$ cat config.mk
export PLATFORM = sky130hd
export DESIGN_NAME = scan_resp_cmp
export DESIGN_NICKNAME = d
export VERILOG_FILES = /design/src/rtl/scmp_pkg.sv /design/src/rtl/scmp_unload_ctr.sv /design/src/rtl/scmp_sticky.sv /design/src/rtl/scmp_result.sv /design/src/rtl/scan_resp_cmp.sv
export SDC_FILE = /design/constraint.sdc
export NUM_CORES = 1
export LEC_CHECK = 0
export ABC_AREA = 1
export BUFFER_PORTS_ARGS = -buffer_cell sky130_fd_sc_hd__buf_2
export CAP_MARGIN = 20
export CORE_AREA = 2 2 39 41
export CTS_BUF_LIST = sky130_fd_sc_hd__clkbuf_8
export CTS_CLUSTER_SIZE = 40
export DETAILED_ROUTE_END_ITERATION = 8
export DIE_AREA = 0 0 41 43
export HOLD_SLACK_MARGIN = 0.05
export PLACE_DENSITY = 0.47
export SLEW_MARGIN = 20
export SYNTH_ARGS = -nofsm -noshare
export SYNTH_HDL_FRONTEND = slang
export SYNTH_HIERARCHICAL = 1
export SYNTH_SLANG_ARGS = --single-unit
$ cat constraint.sdc
create_clock -name clk -period 1.16 [get_ports clk]
set_input_delay 0.116 -clock clk [delete_from_list [all_inputs] [get_ports clk]]
set_output_delay 0.116 -clock clk [all_outputs]
set_load 0.01 [all_outputs]
$ cat src/rtl/scmp_pkg.sv
package scmp_pkg;
   typedef enum logic {
      PH_IDLE   = 1'b0,
      PH_UNLOAD = 1'b1
   } scmp_phase_e;
endpackage

$ cat src/rtl/scmp_unload_ctr.sv
module scmp_unload_ctr
   import scmp_pkg::*;
#(
   parameter int CHAIN_LEN = 8
) (
   input  logic clk,
   input  logic rst_n,
   input  logic capture_en,
   input  logic shift_en,
   output logic cmp_en,
   output logic done
);
   localparam int CNT_W = (CHAIN_LEN > 2) ? $clog2(CHAIN_LEN) : 1;
   localparam logic [CNT_W-1:0] LAST = CNT_W'(CHAIN_LEN - 1);

   scmp_phase_e     phase_q;
   logic [CNT_W-1:0] cnt_q;
   logic            step;

   assign step   = (phase_q == PH_UNLOAD) && shift_en && !capture_en;
   assign cmp_en = step;
   assign done   = step && (cnt_q == LAST);

   always_ff @(posedge clk or negedge rst_n) begin
      if (!rst_n) begin
         phase_q <= PH_IDLE;
         cnt_q   <= '0;
      end else if (capture_en) begin
         phase_q <= PH_UNLOAD;
         cnt_q   <= '0;
      end else if (done) begin
         phase_q <= PH_IDLE;
         cnt_q   <= '0;
      end else if (step) begin
         cnt_q   <= cnt_q + 1'b1;
      end
   end

   // the count never runs past the last position of the chain
   a_r5_cnt_bound: assert property (@(posedge clk) disable iff (!rst_n)
      cnt_q <= LAST);

   // an idle cycle leaves the count untouched
   a_r7_idle_hold: assert property (@(posedge clk) disable iff (!rst_n)
      (!shift_en && !capture_en) |=> $stable(cnt_q));
endmodule

$ cat src/rtl/scmp_sticky.sv
module scmp_sticky (
   input  logic clk,
   input  logic rst_n,
   input  logic clear,
   input  logic cmp_en,
   input  logic chain_tail,
   input  logic exp_bit,
   output logic any_miss
);
   logic sticky_q;
   logic bit_miss;

   assign bit_miss = cmp_en && (chain_tail != exp_bit);
   assign any_miss = sticky_q || bit_miss;

   always_ff @(posedge clk or negedge rst_n) begin
      if (!rst_n)      sticky_q <= 1'b0;
      else if (clear)  sticky_q <= 1'b0;
      else if (bit_miss) sticky_q <= 1'b1;
   end

   // a capture always leaves the flag cleared
   a_r6_clear: assert property (@(posedge clk) disable iff (!rst_n)
      clear |=> !sticky_q);

   // with comparison disabled the flag cannot newly rise
   a_r7_no_cmp: assert property (@(posedge clk) disable iff (!rst_n)
      (!cmp_en && !clear) |=> $stable(sticky_q));
endmodule

$ cat src/rtl/scmp_result.sv
module scmp_result (
   input  logic clk,
   input  logic rst_n,
   input  logic capture_en,
   input  logic done,
   input  logic any_miss,
   output logic result_valid,
   output logic result_pass
);
   always_ff @(posedge clk or negedge rst_n) begin
      if (!rst_n) begin
         result_valid <= 1'b0;
         result_pass  <= 1'b0;
      end else if (capture_en) begin
         result_valid <= 1'b0;
      end else if (done) begin
         result_valid <= 1'b1;
         result_pass  <= !any_miss;
      end
   end

   // a recorded mismatch at completion yields a fail
   a_r4_fail: assert property (@(posedge clk) disable iff (!rst_n)
      (done && any_miss) |=> (result_valid && !result_pass));

   // a capture withdraws the previous result
   a_r6_withdraw: assert property (@(posedge clk) disable iff (!rst_n)
      capture_en |=> !result_valid);

   // a valid result holds until the next capture
   a_r8_hold: assert property (@(posedge clk) disable iff (!rst_n)
      (result_valid && !capture_en) |=> (result_valid && $stable(result_pass)));
endmodule

$ cat src/rtl/scan_resp_cmp.sv
module scan_resp_cmp #(
   parameter int CHAIN_LEN = 8
) (
   input  logic clk,
   input  logic rst_n,
   input  logic capture_en,
   input  logic shift_en,
   input  logic chain_tail,
   input  logic exp_bit,
   output logic result_valid,
   output logic result_pass
);
   generate
      if (CHAIN_LEN < 2) begin : g_bad_len
         $error("scan_resp_cmp: CHAIN_LEN must be at least 2");
      end
   endgenerate

   logic cmp_en;
   logic done;
   logic any_miss;

   scmp_unload_ctr #(.CHAIN_LEN(CHAIN_LEN)) u_ctr (
      .clk(clk), .rst_n(rst_n), .capture_en(capture_en), .shift_en(shift_en),
      .cmp_en(cmp_en), .done(done)
   );

   scmp_sticky u_sticky (
      .clk(clk), .rst_n(rst_n), .clear(capture_en), .cmp_en(cmp_en),
      .chain_tail(chain_tail), .exp_bit(exp_bit), .any_miss(any_miss)
   );

   scmp_result u_res (
      .clk(clk), .rst_n(rst_n), .capture_en(capture_en), .done(done),
      .any_miss(any_miss), .result_valid(result_valid), .result_pass(result_pass)
   );

   // completion is only reached from an enabled shift
   a_r3_done_shift: assert property (@(posedge clk) disable iff (!rst_n)
      done |-> (shift_en && !capture_en));
endmodule

After elaboration in Yosys (flattened, before gate mapping) --
Cells that the tools add are included.
Word-level totals: register bits after elaboration 7, input bits 6, logic and storage cells 29
Cells by class: reduce and logical (&&, ||, !) cells 11, add/subtract/negate cells 1, bitwise operators 1, equality and inequality tests 2, multiplexer cells 9
Operators by type and width (number):
- $mux 3 | 3
- $mux 1 | 6
- $logic_and 1x1->1 | 4
- $reduce_bool 2->1 | 2
- $add 3x1->3 const B | 1
- $eq 3x3->1 const B | 1
- $reduce_bool 3->1 | 1
- $logic_not 1->1 | 2
- $reduce_and 2->1 | 1
- $logic_or 1x1->1 | 1
- $ne 1x1->1 | 1
- $not 1->1 | 1

Longest topological paths before layout --
Gate-level depths: netlist of the first run.
depth after elaboration 5, mapped depth 7

Cells and area by module --
The synthesis of the first run kept the hierarchy.
Modules (own cells, without submodules):
- scmp_unload_ctr | area each 222.7 µm², cells an instance 26, times used 1
- scmp_result | area each 83.8 µm², cells an instance 10, times used 1
- scmp_sticky | area each 66.3 µm², cells an instance 9, times used 1

Least setup slack after synthesis of the first run --
No wires, ideal clock.
path type flip-flop to flip-flop, start register u_ctr.cnt_q[0], end register u_res.result_pass, required time 1.043 ns, clock period less this slack 1.133 ns, stages on the path, launching flop included 7, library setup time 0.117 ns, setup slack 0.027 ns, arrival time 1.016 ns, buffers on the path 0, cell sequence dfrtp_1 ha_1 ha_1 nand4_1 inv_1 nand3_1 nand2_1
On the way: cells in the longest elaborated chain, start to end 3
RTL lines:
- from (decl) | line scmp_unload_ctr.sv:17 | logic [CNT_W-1:0] cnt_q;
- from (signal assigned) | line scmp_unload_ctr.sv:35 | cnt_q <= cnt_q + 1'b1;
- $eq 3x3->1 | line scmp_unload_ctr.sv:22 | assign done = step && (cnt_q == LAST);
- $logic_and 1x1->1 | line scmp_unload_ctr.sv:22
- via done | line scan_resp_cmp.sv:20 | logic done;
- $reduce_and 2->1 (no line)
- to (signal assigned) | line scmp_result.sv:18 | result_pass <= !any_miss;
- to (decl) | line scmp_result.sv:8 | output logic result_pass
The timed path passes the listed nets, and every way through them passes these cells. A chain may end at the register's enable or synchronous reset.

Worst setup path after layout of the first run --
Same ends and word-level chain as after synthesis.

==> impl_metrics.json, run 1 <==
{
  "gp_congestion": 0.6681,
  "ir_worst_vdd_mv": 0.7369,
  "ff2ff_setup_slack_ns": 0.02,
  "cts_sinks": 7,
  "ys_warn_count": 6,
  "place_inst": 69,
  "syn_to_final_growth_pct": 37.58,
  "die_area_um2": 1763,
  "syn-num-nets": 53,
  "cap_violations": 0,
  "slowest_delay_ns": 0.35,
  "ant_nets": 0,
  "crit_buf_inv": 1,
  "multi_input_area_um2": 175.2,
  "ys_seq_elements": 7,
  "netlist_area_um2": 372.9,
  "worstSetupPathType": "reg -> reg",
  "dpl-instance-area_um2": 435.4,
  "drt_wl_total_um": 693,
  "gr-usage-all-layers_pct": 9.586,
  "ys_seq_area_share_pct": 46.98,
  "clockBufferDepth": 2,
  "path_cells": "ha_2, ha_4, nand4_1, inv_1, nand2_2, nand2_1, nand2_1",
  "slew_headroom_pct": 89.07,
  "grt_pass1_wl_um": 1055,
  "stdcell_area_um2": 513.0,
  "path_depth": 7,
  "powerDensity_nw_per_um2": 1292,
  "syn_inst": 45,
  "clock.fmax_mhz": 880.2,
  "fin_crit_ns": 1.136,
  "register_area_um2": 175.2,
  "startpoint": "u_ctr/cnt_q[0]$_DFFE_PN0P_",
  "die_h_um": 43,
  "insertedDiodeCount": 0,
  "cp.required_ns": 1.27,
  "utilization_pct": 37.07,
  "setup-tns-final_ns": 0,
  "nFillCells": 131,
  "end_kind": "flip-flop",
  "slowest_stage": "dfrtp_1",
  "final_layout_size_suffix_gt1_share_pct": 35.59,
  "nets": 68,
  "fin_skew_ns": 0.002955,
  "grt_pass1_vias": 259,
  "firstDrtPassIters": 2,
  "synth.avg_cell_area_um2": 8.286,
  "clk_pin_slew_ns": 0.04,
  "drtIter0Drc": 6,
  "finalHoldViolCount": 0,
  "row_count": 14,
  "tritoncts": "done",
  "worstReg2RegStart": "u_ctr/cnt_q[0]$_DFFE_PN0P_",
  "grt_max_degree": 8,
  "path_max_fanout": 2,
  "arrival_ns": 1.25,
  "cp-endpoint": "u_res/result_pass$_DFFE_PN0P_",
  "cp_top_family": "flip-flops",
  "ff2ff_path_depth": 7,
  "post-route-drc-count": 0,
  "finalCritPeriodShare_pct": 97.94,
  "port-buffer-count": 7,
  "power_leakage_nw": 0.2835,
  "hp-class": "in -> reg",
  "vias": 313,
  "place_hpwl_um": 517.9,
  "numCtsBuffers": 3,
  "startpoint_type": "flip-flop",
  "ctsHtreeMaxLevel": 1,
  "viasPerCell": 4.173,
  "root_buffer": "clkbuf_8",
  "initial_utilization_pct": 26.94,
  "die_width_um": 41,
  "core_area_um2": 1384,
  "synth_cell_types": 13,
  "holdWs_ns": 0.1377,
  "ioPinCount": 8,
  "routedWlPerCell_um": 9.240,
  "antenna_found_initial": 0,
  "instances_no_fill": 75,
  "tightest_slew_ns": 0.1640,
  "r2r_end": "u_res/result_pass$_DFFE_PN0P_",
  "overflow": 0,
  "setup_violations": 0,
  "status": "finished clean",
  "rsz0062_at_grt": "true",
  "clk_latency_ns": 0.23,
  "critPathMostFrequentCell": "nand2_1",
  "slew_viol_final": 0
}
## registers in the layout, summed over array words and instances, names as in the netlist
| register | cells |
|---|---|
| u_sticky/sticky_q | 1 |
| u_ctr/phase_q | 1 |
| u_ctr/cnt_q | 3 |
| u_res/result_valid | 1 |
| u_res/result_pass | 1 |
## worst min path at each step
stage                     slack, ns                              to        from  cells past startpoint
after floorplan               -0.18      u_ctr/cnt_q[0]$_DFFE_PN0P_       rst_n                      0
after global placement        -0.04  u_res/result_valid$_DFFE_PN0P_       rst_n                      1
after detailed placement      -0.04  u_res/result_valid$_DFFE_PN0P_       rst_n                      1
after CTS                      0.14   u_sticky/sticky_q$_DFFE_PN0P_  capture_en                      2
after global routing           0.14   u_sticky/sticky_q$_DFFE_PN0P_  capture_en                      2
final                          0.14   u_sticky/sticky_q$_DFFE_PN0P_  capture_en                      2
## cells in the mapped netlist
| cell | n | area share [%] |
|---|---|---|
| o21ai_1 | 2 | 2.7 |
| or2_0 | 1 | 1.7 |
| nand3_2 | 1 | 2.7 |
| inv_1 | 8 | 8.1 |
| nand3_1 | 5 | 6.7 |
| a21oi_2 | 1 | 2.3 |
| dfrtp_1 | 7 | 47 |
| nand2_2 | 2 | 3.4 |
| nor2_4 | 1 | 3.0 |
| ha_1 | 2 | 6.7 |
| inv_2 | 2 | 2.0 |
| nand4_1 | 1 | 1.7 |
| nand2_1 | 12 | 12 |
## final cells by class
type                       instances  area share (%)
tap                               16           3.902
timing repair buffer              10           11.71
inverter                          10           7.317
multi-input combinational         28           34.15
sequential                         7           34.15
clock inverter                     1          0.7317
clock buffer                       3           8.049
## placed cells by master (no fill, tap or decap)
cell | Yosys | final
buf_2 | 0 | 7
nand2_2 | 2 | 2
nand2_1 | 12 | 12
ha_2 | 0 | 1
o21ai_1 | 2 | 2
inv_2 | 2 | 2
dfrtp_1 | 7 | 7
nand4_1 | 1 | 1
clkbuf_8 | 0 | 3
a21oi_2 | 1 | 1
inv_1 | 8 | 9
nand3_1 | 5 | 5
or2_0 | 1 | 1
dlygate4sd3_1 | 0 | 1
ha_4 | 0 | 1
nand3_2 | 1 | 1
buf_4 | 0 | 2
nor2_4 | 1 | 1
## report_power, final
| part | switching (mW) | total [mW] | internal, mW |
|---|---|---|---|
| Combinational | 0.0380 | 0.0695 | 0.0315 |
| Sequential | 0.00445 | 0.258 | 0.254 |
| Clock | 0.106 | 0.335 | 0.229 |
| Total | 0.149 | 0.663 | 0.514 |
## logic make-up after synthesis
| family | share of synthesized area, % |
|---|---|
| AND/OR/NAND/NOR | 31.21 |
| flip-flops | 46.98 |
| buffers and inverters | 10.07 |
| AO/OA/AOI/OAI | 5.034 |
| adder cells (fa/ha/maj) | 6.710 |
## timing repair
| item | in CTS | in global routing |
|---|---|---|
| pin swaps | 1 | 0 |
| hold endpoints to repair | 7 | 0 |
| setup buffers | 0 | 1 |
| resized for setup | 1 | 2 |
| endpoints found under the setup margin | 1 | 2 |
| hold buffers | 1 | 0 |
## worst reg2reg max path: cells and delay by family (launching register included)
family	cells	cell delay, ns
adder cells (fa/ha/maj)	2	0.32
AND/OR/NAND/NOR	4	0.25
buffers and inverters	1	0.10
flip-flops	1	0.35
## per-layer routing
| metal | track usage, % | vias to the layer above | wire length (um) |
|---|---|---|---|
| met5 | 0 | - | 0 |
| met1 | 12.09 | 136 | 336 |
| met2 | 10.63 | 8 | 300 |
| met4 | 6.000 | 0 | 10 |
| met3 | 7.853 | 3 | 45 |
| li1 | - | 166 | - |
## through the flow
step / worst slack, ns / total power, mW
after global routing: -0.02704 / 0.7038
after CTS: 0.009384 / 0.6640
after floorplan: 0.02691 / 0.2930
after global placement: -0.009954 / 0.3224
final: 0.02384 / 0.6629
after detailed placement: -0.01460 / 0.3218
(Power assumes the default switching activity.)
==> run 2, diff against run 1 <==
MAX_ROUTING_LAYER = met4   (was not set)
RECOVER_POWER = 25   (was not set)
==> impl_metrics.json, run 2 (synthesized netlist as in run 1, its figures left out) <==
{
  "internal_power_mw": 0.5135,
  "nets": 68,
  "syn_to_final_growth_pct": 37.25,
  "startpoint_type": "flip-flop",
  "power_leakage_nw": 0.2807,
  "powerDensity_nw_per_um2": 1294,
  "final_cell_mix": "12 x nand2_1, 9 x inv_1, 7 x dfrtp_1",
  "netSwitchingPower_mw": 0.1487,
  "insertedDiodeCount": 0,
  "finalHoldViolCount": 0,
  "slowest_delay_ns": 0.35,
  "firstDrtPassIters": 2,
  "grt_pass1_wl_um": 1055,
  "path_max_fanout": 2,
  "p_sw_share_pct": 22.46,
  "vias": 315,
  "status": "finished clean",
  "viasPerCell": 4.200,
  "path_cells": "ha_2, ha_4, nand4_1, inv_1, nand2_2, nand2_1, nand2_1",
  "gp_congestion": 0.6746,
  "ant_nets": 0,
  "cp_top_family": "flip-flops",
  "grt_max_degree": 8,
  "clock.fmax_mhz": 880.0,
  "tritoncts": "done",
  "root_buffer": "clkbuf_8",
  "critPathMostFrequentCell": "nand2_1",
  "slew_viol_final": 0,
  "slew_headroom_pct": 74.03,
  "arrival_ns": 1.25,
  "finalCritPeriodShare_pct": 97.97,
  "final_common_cell": "nand2_1",
  "hp-start": "capture_en",
  "clk_pin_slew_ns": 0.04,
  "rsz0062_at_grt": "true",
  "antenna_found_initial": 0,
  "crit_buf_inv": 1,
  "clockBufferDepth": 2,
  "routedWlPerCell_um": 9.227,
  "fin_crit_ns": 1.136,
  "grt_pass1_vias": 260,
  "drt_wl_total_um": 692,
  "ctsHtreeMaxLevel": 1,
  "slowest_stage": "dfrtp_1",
  "worstSetupPathType": "reg -> reg",
  "cap_violations": 0,
  "gr-usage-all-layers_pct": 9.824,
  "fin_skew_ns": 0.002946,
  "die_area_um2": 1763,
  "post-route-drc-count": 0,
  "die_width_um": 41,
  "worstReg2RegStart": "u_ctr/cnt_q[0]$_DFFE_PN0P_",
  "holdWs_ns": 0.1352,
  "max_flop_register": "u_ctr/cnt_q",
  "startpoint": "u_ctr/cnt_q[0]$_DFFE_PN0P_",
  "clkPwrFrac_pct": 50.6,
  "final.setup.worst_slack_ns": 0.02360,
  "end_kind": "flip-flop",
  "die_h_um": 43,
  "final_layout_size_suffix_gt1_share_pct": 33.90,
  "core_area_um2": 1384,
  "clk_latency_ns": 0.23,
  "dpl-instance-area_um2": 435.4,
  "place_ws_ns": -0.01460,
  "largest_reg_flops": 3,
  "setup_violations": 0,
  "drtIter0Drc": 4,
  "numCtsBuffers": 3,
  "hp-class": "in -> reg",
  "ir_worst_vdd_mv": 0.7369,
  "stdcell_area_um2": 511.7,
  "overflow": 0,
  "p_seq_share_pct": 39.0,
  "port-buffer-count": 7,
  "initial_utilization_pct": 26.94,
  "ioPinCount": 8,
  "cts_sinks": 7,
  "cp.required_ns": 1.27,
  "tightest_slew_ns": 0.3895,
  "place_hpwl_um": 517.9,
  "comb_power_share_pct": 10.4,
  "row_count": 14
}
## run 2: final cells by class
type	count	area, um2
clock buffer	3	41.29
clock inverter	1	3.754
fill	132	872.1
inverter	10	37.54
multi-input combinational	28	175.2
sequential	7	175.2
tap	16	20.02
timing repair buffer	10	58.81
## run 2: metal layers
layer | up-vias | wire length [um] | part of all wire, % | GRT usage (%)
li1 | 166 | - | - | -
met1 | 138 | 333 | 48 | 12.09
met2 | 8 | 301 | 43 | 10.63
met3 | 3 | 47 | 6.8 | 7.853
met4 | 0 | 10 | 1.4 | 6.000
met5 | - | 0 | 0 | -
## run 2: worst reg2reg max path: cells and delay by family, from the launching register on
family,cells,cell delay (ns)
flops,1,0.35
fa+ha+maj,2,0.32
buf+inv,1,0.10
simple gates,4,0.25
## run 2: worst paths after layout
path | slack [ns] | end | depth (start not counted)
setup / recovery | 0.02 | u_res/result_pass$_DFFE_PN0P_ | 7
hold / removal | 0.14 | u_sticky/sticky_q$_DFFE_PN0P_ | 2
setup reg to reg | 0.02 | u_res/result_pass$_DFFE_PN0P_ | 7
hold reg to reg | 0.47 | u_res/result_valid$_DFFE_PN0P_ | 2
max in group asynchronous | 0.56 | u_sticky/sticky_q$_DFFE_PN0P_ | 2
min in group asynchronous | 0.32 | u_res/result_valid$_DFFE_PN0P_ | 2
## run 2: metrics by stage
step / setup TNS, ns / util, % / instances / power, mW
after CTS: 0 / 35.62 / 74 / 0.6640
after global routing: -0.02704 / 36.98 / 75 / 0.7033
after detailed placement: -0.01460 / 31.46 / 69 / 0.3218
after global placement: -0.009954 / 31.46 / 69 / 0.3224
after floorplan: 0 / - / 45 / 0.2930
final: 0 / 36.98 / 75 / 0.6622
## run 2: repair_timing
item,in CTS,in global routing
pin swaps,1,0
setup endpoints to repair,1,2
gates resized for setup,1,2
hold buffers,1,0
hold endpoints to repair,7,0
setup buffers,0,1
## run 2: power groups by stage
stage          logic, mW  clock network (mW)  registers [mW]
6_report          0.0690               0.335           0.258
5_1_grt           0.0788               0.366           0.258
4_1_cts           0.0642               0.342           0.258
3_5_place_dp      0.0608                   0           0.261
3_3_place_gp      0.0617                   0           0.261
2_1_floorplan     0.0323                   0           0.261
==> run 3, diff against run 2 <==
--- a/config.mk
+++ b/config.mk
@@ -14,7 +14,7 @@
 export DETAILED_ROUTE_END_ITERATION = 8
 export DIE_AREA = 0 0 41 43
+export GPL_TIMING_DRIVEN = 1
 export HOLD_SLACK_MARGIN = 0.05
 export MAX_ROUTING_LAYER = met4
-export PLACE_DENSITY = 0.47
 export RECOVER_POWER = 25
 export SLEW_MARGIN = 20
==> constraint.sdc (replaced) <==
create_clock -name clk -period 1.16 [get_ports clk]
set_input_delay 0.116 -clock clk [delete_from_list [all_inputs] [get_ports clk]]
set_output_delay 0.116 -clock clk [all_outputs]
set_load 0.1 [all_outputs]
==> impl_metrics.json, run 3 (synthesized netlist as in run 1, its figures left out) <==
{
  "status": "finished clean",
  "numCtsBuffers": 3,
  "clkPwrFrac_pct": 51.5,
  "fin_crit_ns": 1.123,
  "vias": 323,
  "die_h_um": 43,
  "final.setup.worst_slack_ns": 0.03665,
  "finalCritPeriodShare_pct": 96.84,
  "ioPinCount": 8,
  "grt_pass1_wl_um": 1255,
  "clock.fmax_mhz": 890.2,
  "hp-start": "capture_en",
  "crit_buf_inv": 1,
  "slowest_delay_ns": 0.34,
  "nets": 70,
  "slew_viol_final": 0,
  "p_sw_share_pct": 23.65,
  "post-route-drc-count": 0,
  "tritoncts": "done",
  "port-buffer-count": 7,
  "final_layout_size_suffix_gt1_share_pct": 40.98,
  "tightest_slew_ns": 0.4024,
  "firstDrtPassIters": 3,
  "comb_power_share_pct": 10.7,
  "overflow": 0,
  "startpoint_type": "flip-flop",
  "ant_nets": 0,
  "finalHoldViolCount": 0,
  "core_area_um2": 1384,
  "startpoint": "u_ctr/cnt_q[0]$_DFFE_PN0P_",
  "p_seq_share_pct": 37.8,
  "end_kind": "flip-flop",
  "max_flop_register": "u_ctr/cnt_q",
  "insertedDiodeCount": 0,
  "die_width_um": 41,
  "nFillCells": 141,
  "worstSetupPathType": "reg -> reg",
  "critPathMostFrequentCell": "nand2_1",
  "ir_worst_vdd_mv": 0.4462,
  "grt_pass1_vias": 299,
  "rsz0062_at_grt": "true",
  "cts_sinks": 7,
  "clockBufferDepth": 2,
  "worstReg2RegStart": "u_ctr/cnt_q[0]$_DFFE_PN0P_",
  "final_common_cell": "nand2_1",
  "largest_reg_flops": 3,
  "clk_latency_ns": 0.23,
  "cap_violations": 0,
  "netSwitchingPower_mw": 0.1613,
  "powerDensity_nw_per_um2": 1217,
  "final_cell_mix": "11 x nand2_1, 7 x inv_1, 7 x dfrtp_1",
  "setup_violations": 0,
  "path_cells": "ha_2, ha_4, nand4_1, inv_1, nand2_2, nand2_1, nand2_1",
  "fin_skew_ns": 0.0005702,
  "hp-class": "in -> reg",
  "arrival_ns": 1.24,
  "place_hpwl_um": 552.5,
  "slew_headroom_pct": 73.17,
  "p_total_mw": 0.6820,
  "viasPerCell": 4.195,
  "row_count": 14,
  "cp_top_family": "flip-flops",
  "syn_to_final_growth_pct": 50.34,
  "ctsHtreeMaxLevel": 1,
  "root_buffer": "clkbuf_8",
  "routedWlPerCell_um": 9.844,
  "cp.required_ns": 1.28,
  "clk_pin_slew_ns": 0.04,
  "gr-usage-all-layers_pct": 11.40,
  "grt_max_degree": 8,
  "slowest_stage": "dfrtp_1",
  "internal_power_mw": 0.5207,
  "die_area_um2": 1763,
  "gp_congestion": 0.7735,
  "place_ws_ns": -0.01712,
  "drtIter0Drc": 4,
  "path_max_fanout": 2,
  "initial_utilization_pct": 26.94,
  "power_leakage_nw": 0.2937,
  "antenna_found_initial": 0,
  "drt_wl_total_um": 758
}
## run 3: power groups by stage
stage / sequential, mW / clock (mW) / combinational [mW]
floorplan: 0.262 / 0 / 0.0323
global placement: 0.260 / 0 / 0.0609
detailed placement: 0.261 / 0 / 0.0625
CTS: 0.257 / 0.363 / 0.0656
global route: 0.258 / 0.376 / 0.0837
finish: 0.258 / 0.351 / 0.0730
## run 3: metrics by stage
stage	setup TNS, ns	instances	hold WS, ns	instance area [um2]	utilization (%)
after floorplan	0	45	-0.1796	372.9	-
after global placement	-0.004634	70	-0.04172	473.0	34.18
after detailed placement	-0.02788	70	-0.03541	473.0	34.18
after CTS	0	75	0.1376	531.8	38.43
after global routing	-0.06872	77	0.1437	560.5	40.51
final	0	77	0.1350	560.5	40.51
## run 3: final cells by class
| type | count | area [um2] | share of cell area [%] |
|---|---|---|---|
| Sequential cell | 7 | 175.2 | 31.25 |
| Timing Repair Buffer | 12 | 103.9 | 18.53 |
| Clock inverter | 1 | 5.005 | 0.8929 |
| Inverter | 10 | 37.54 | 6.696 |
| Clock buffer | 3 | 41.29 | 7.366 |
| Tap cell | 16 | 20.02 | 3.571 |
| Multi-Input combinational cell | 28 | 177.7 | 31.70 |
## run 3: path summary, 6_finish.rpt
| check | endpoint | slack, ns | depth (start not counted) |
|---|---|---|---|
| hold reg to reg | u_sticky/sticky_q$_DFFE_PN0P_ | 0.53 | 2 |
| min in group asynchronous | u_ctr/cnt_q[2]$_DFFE_PN0P_ | 0.32 | 2 |
| setup reg to reg | u_res/result_pass$_DFFE_PN0P_ | 0.04 | 7 |
| hold / removal | u_sticky/sticky_q$_DFFE_PN0P_ | 0.13 | 2 |
| max in group asynchronous | u_sticky/sticky_q$_DFFE_PN0P_ | 0.56 | 2 |
| setup / recovery | u_res/result_pass$_DFFE_PN0P_ | 0.04 | 7 |
## run 3: what timing repair did
action                                  4_1_cts  5_1_grt
endpoints found under the hold margin         7        0
resized for setup                             1        4
buffers inserted                              0        2
pin swaps                                     1        1
hold buffers                                  1        0
endpoints found under the setup margin        2        4
## run 3: layer usage
layer | track usage [%] | vias to the layer above | wire length, um
met4 | 8.000 | 0 | 17
met3 | 3.141 | 3 | 18
met2 | 15.63 | 7 | 406
met5 | - | - | 0
met1 | 13.82 | 143 | 316
li1 | - | 170 | -
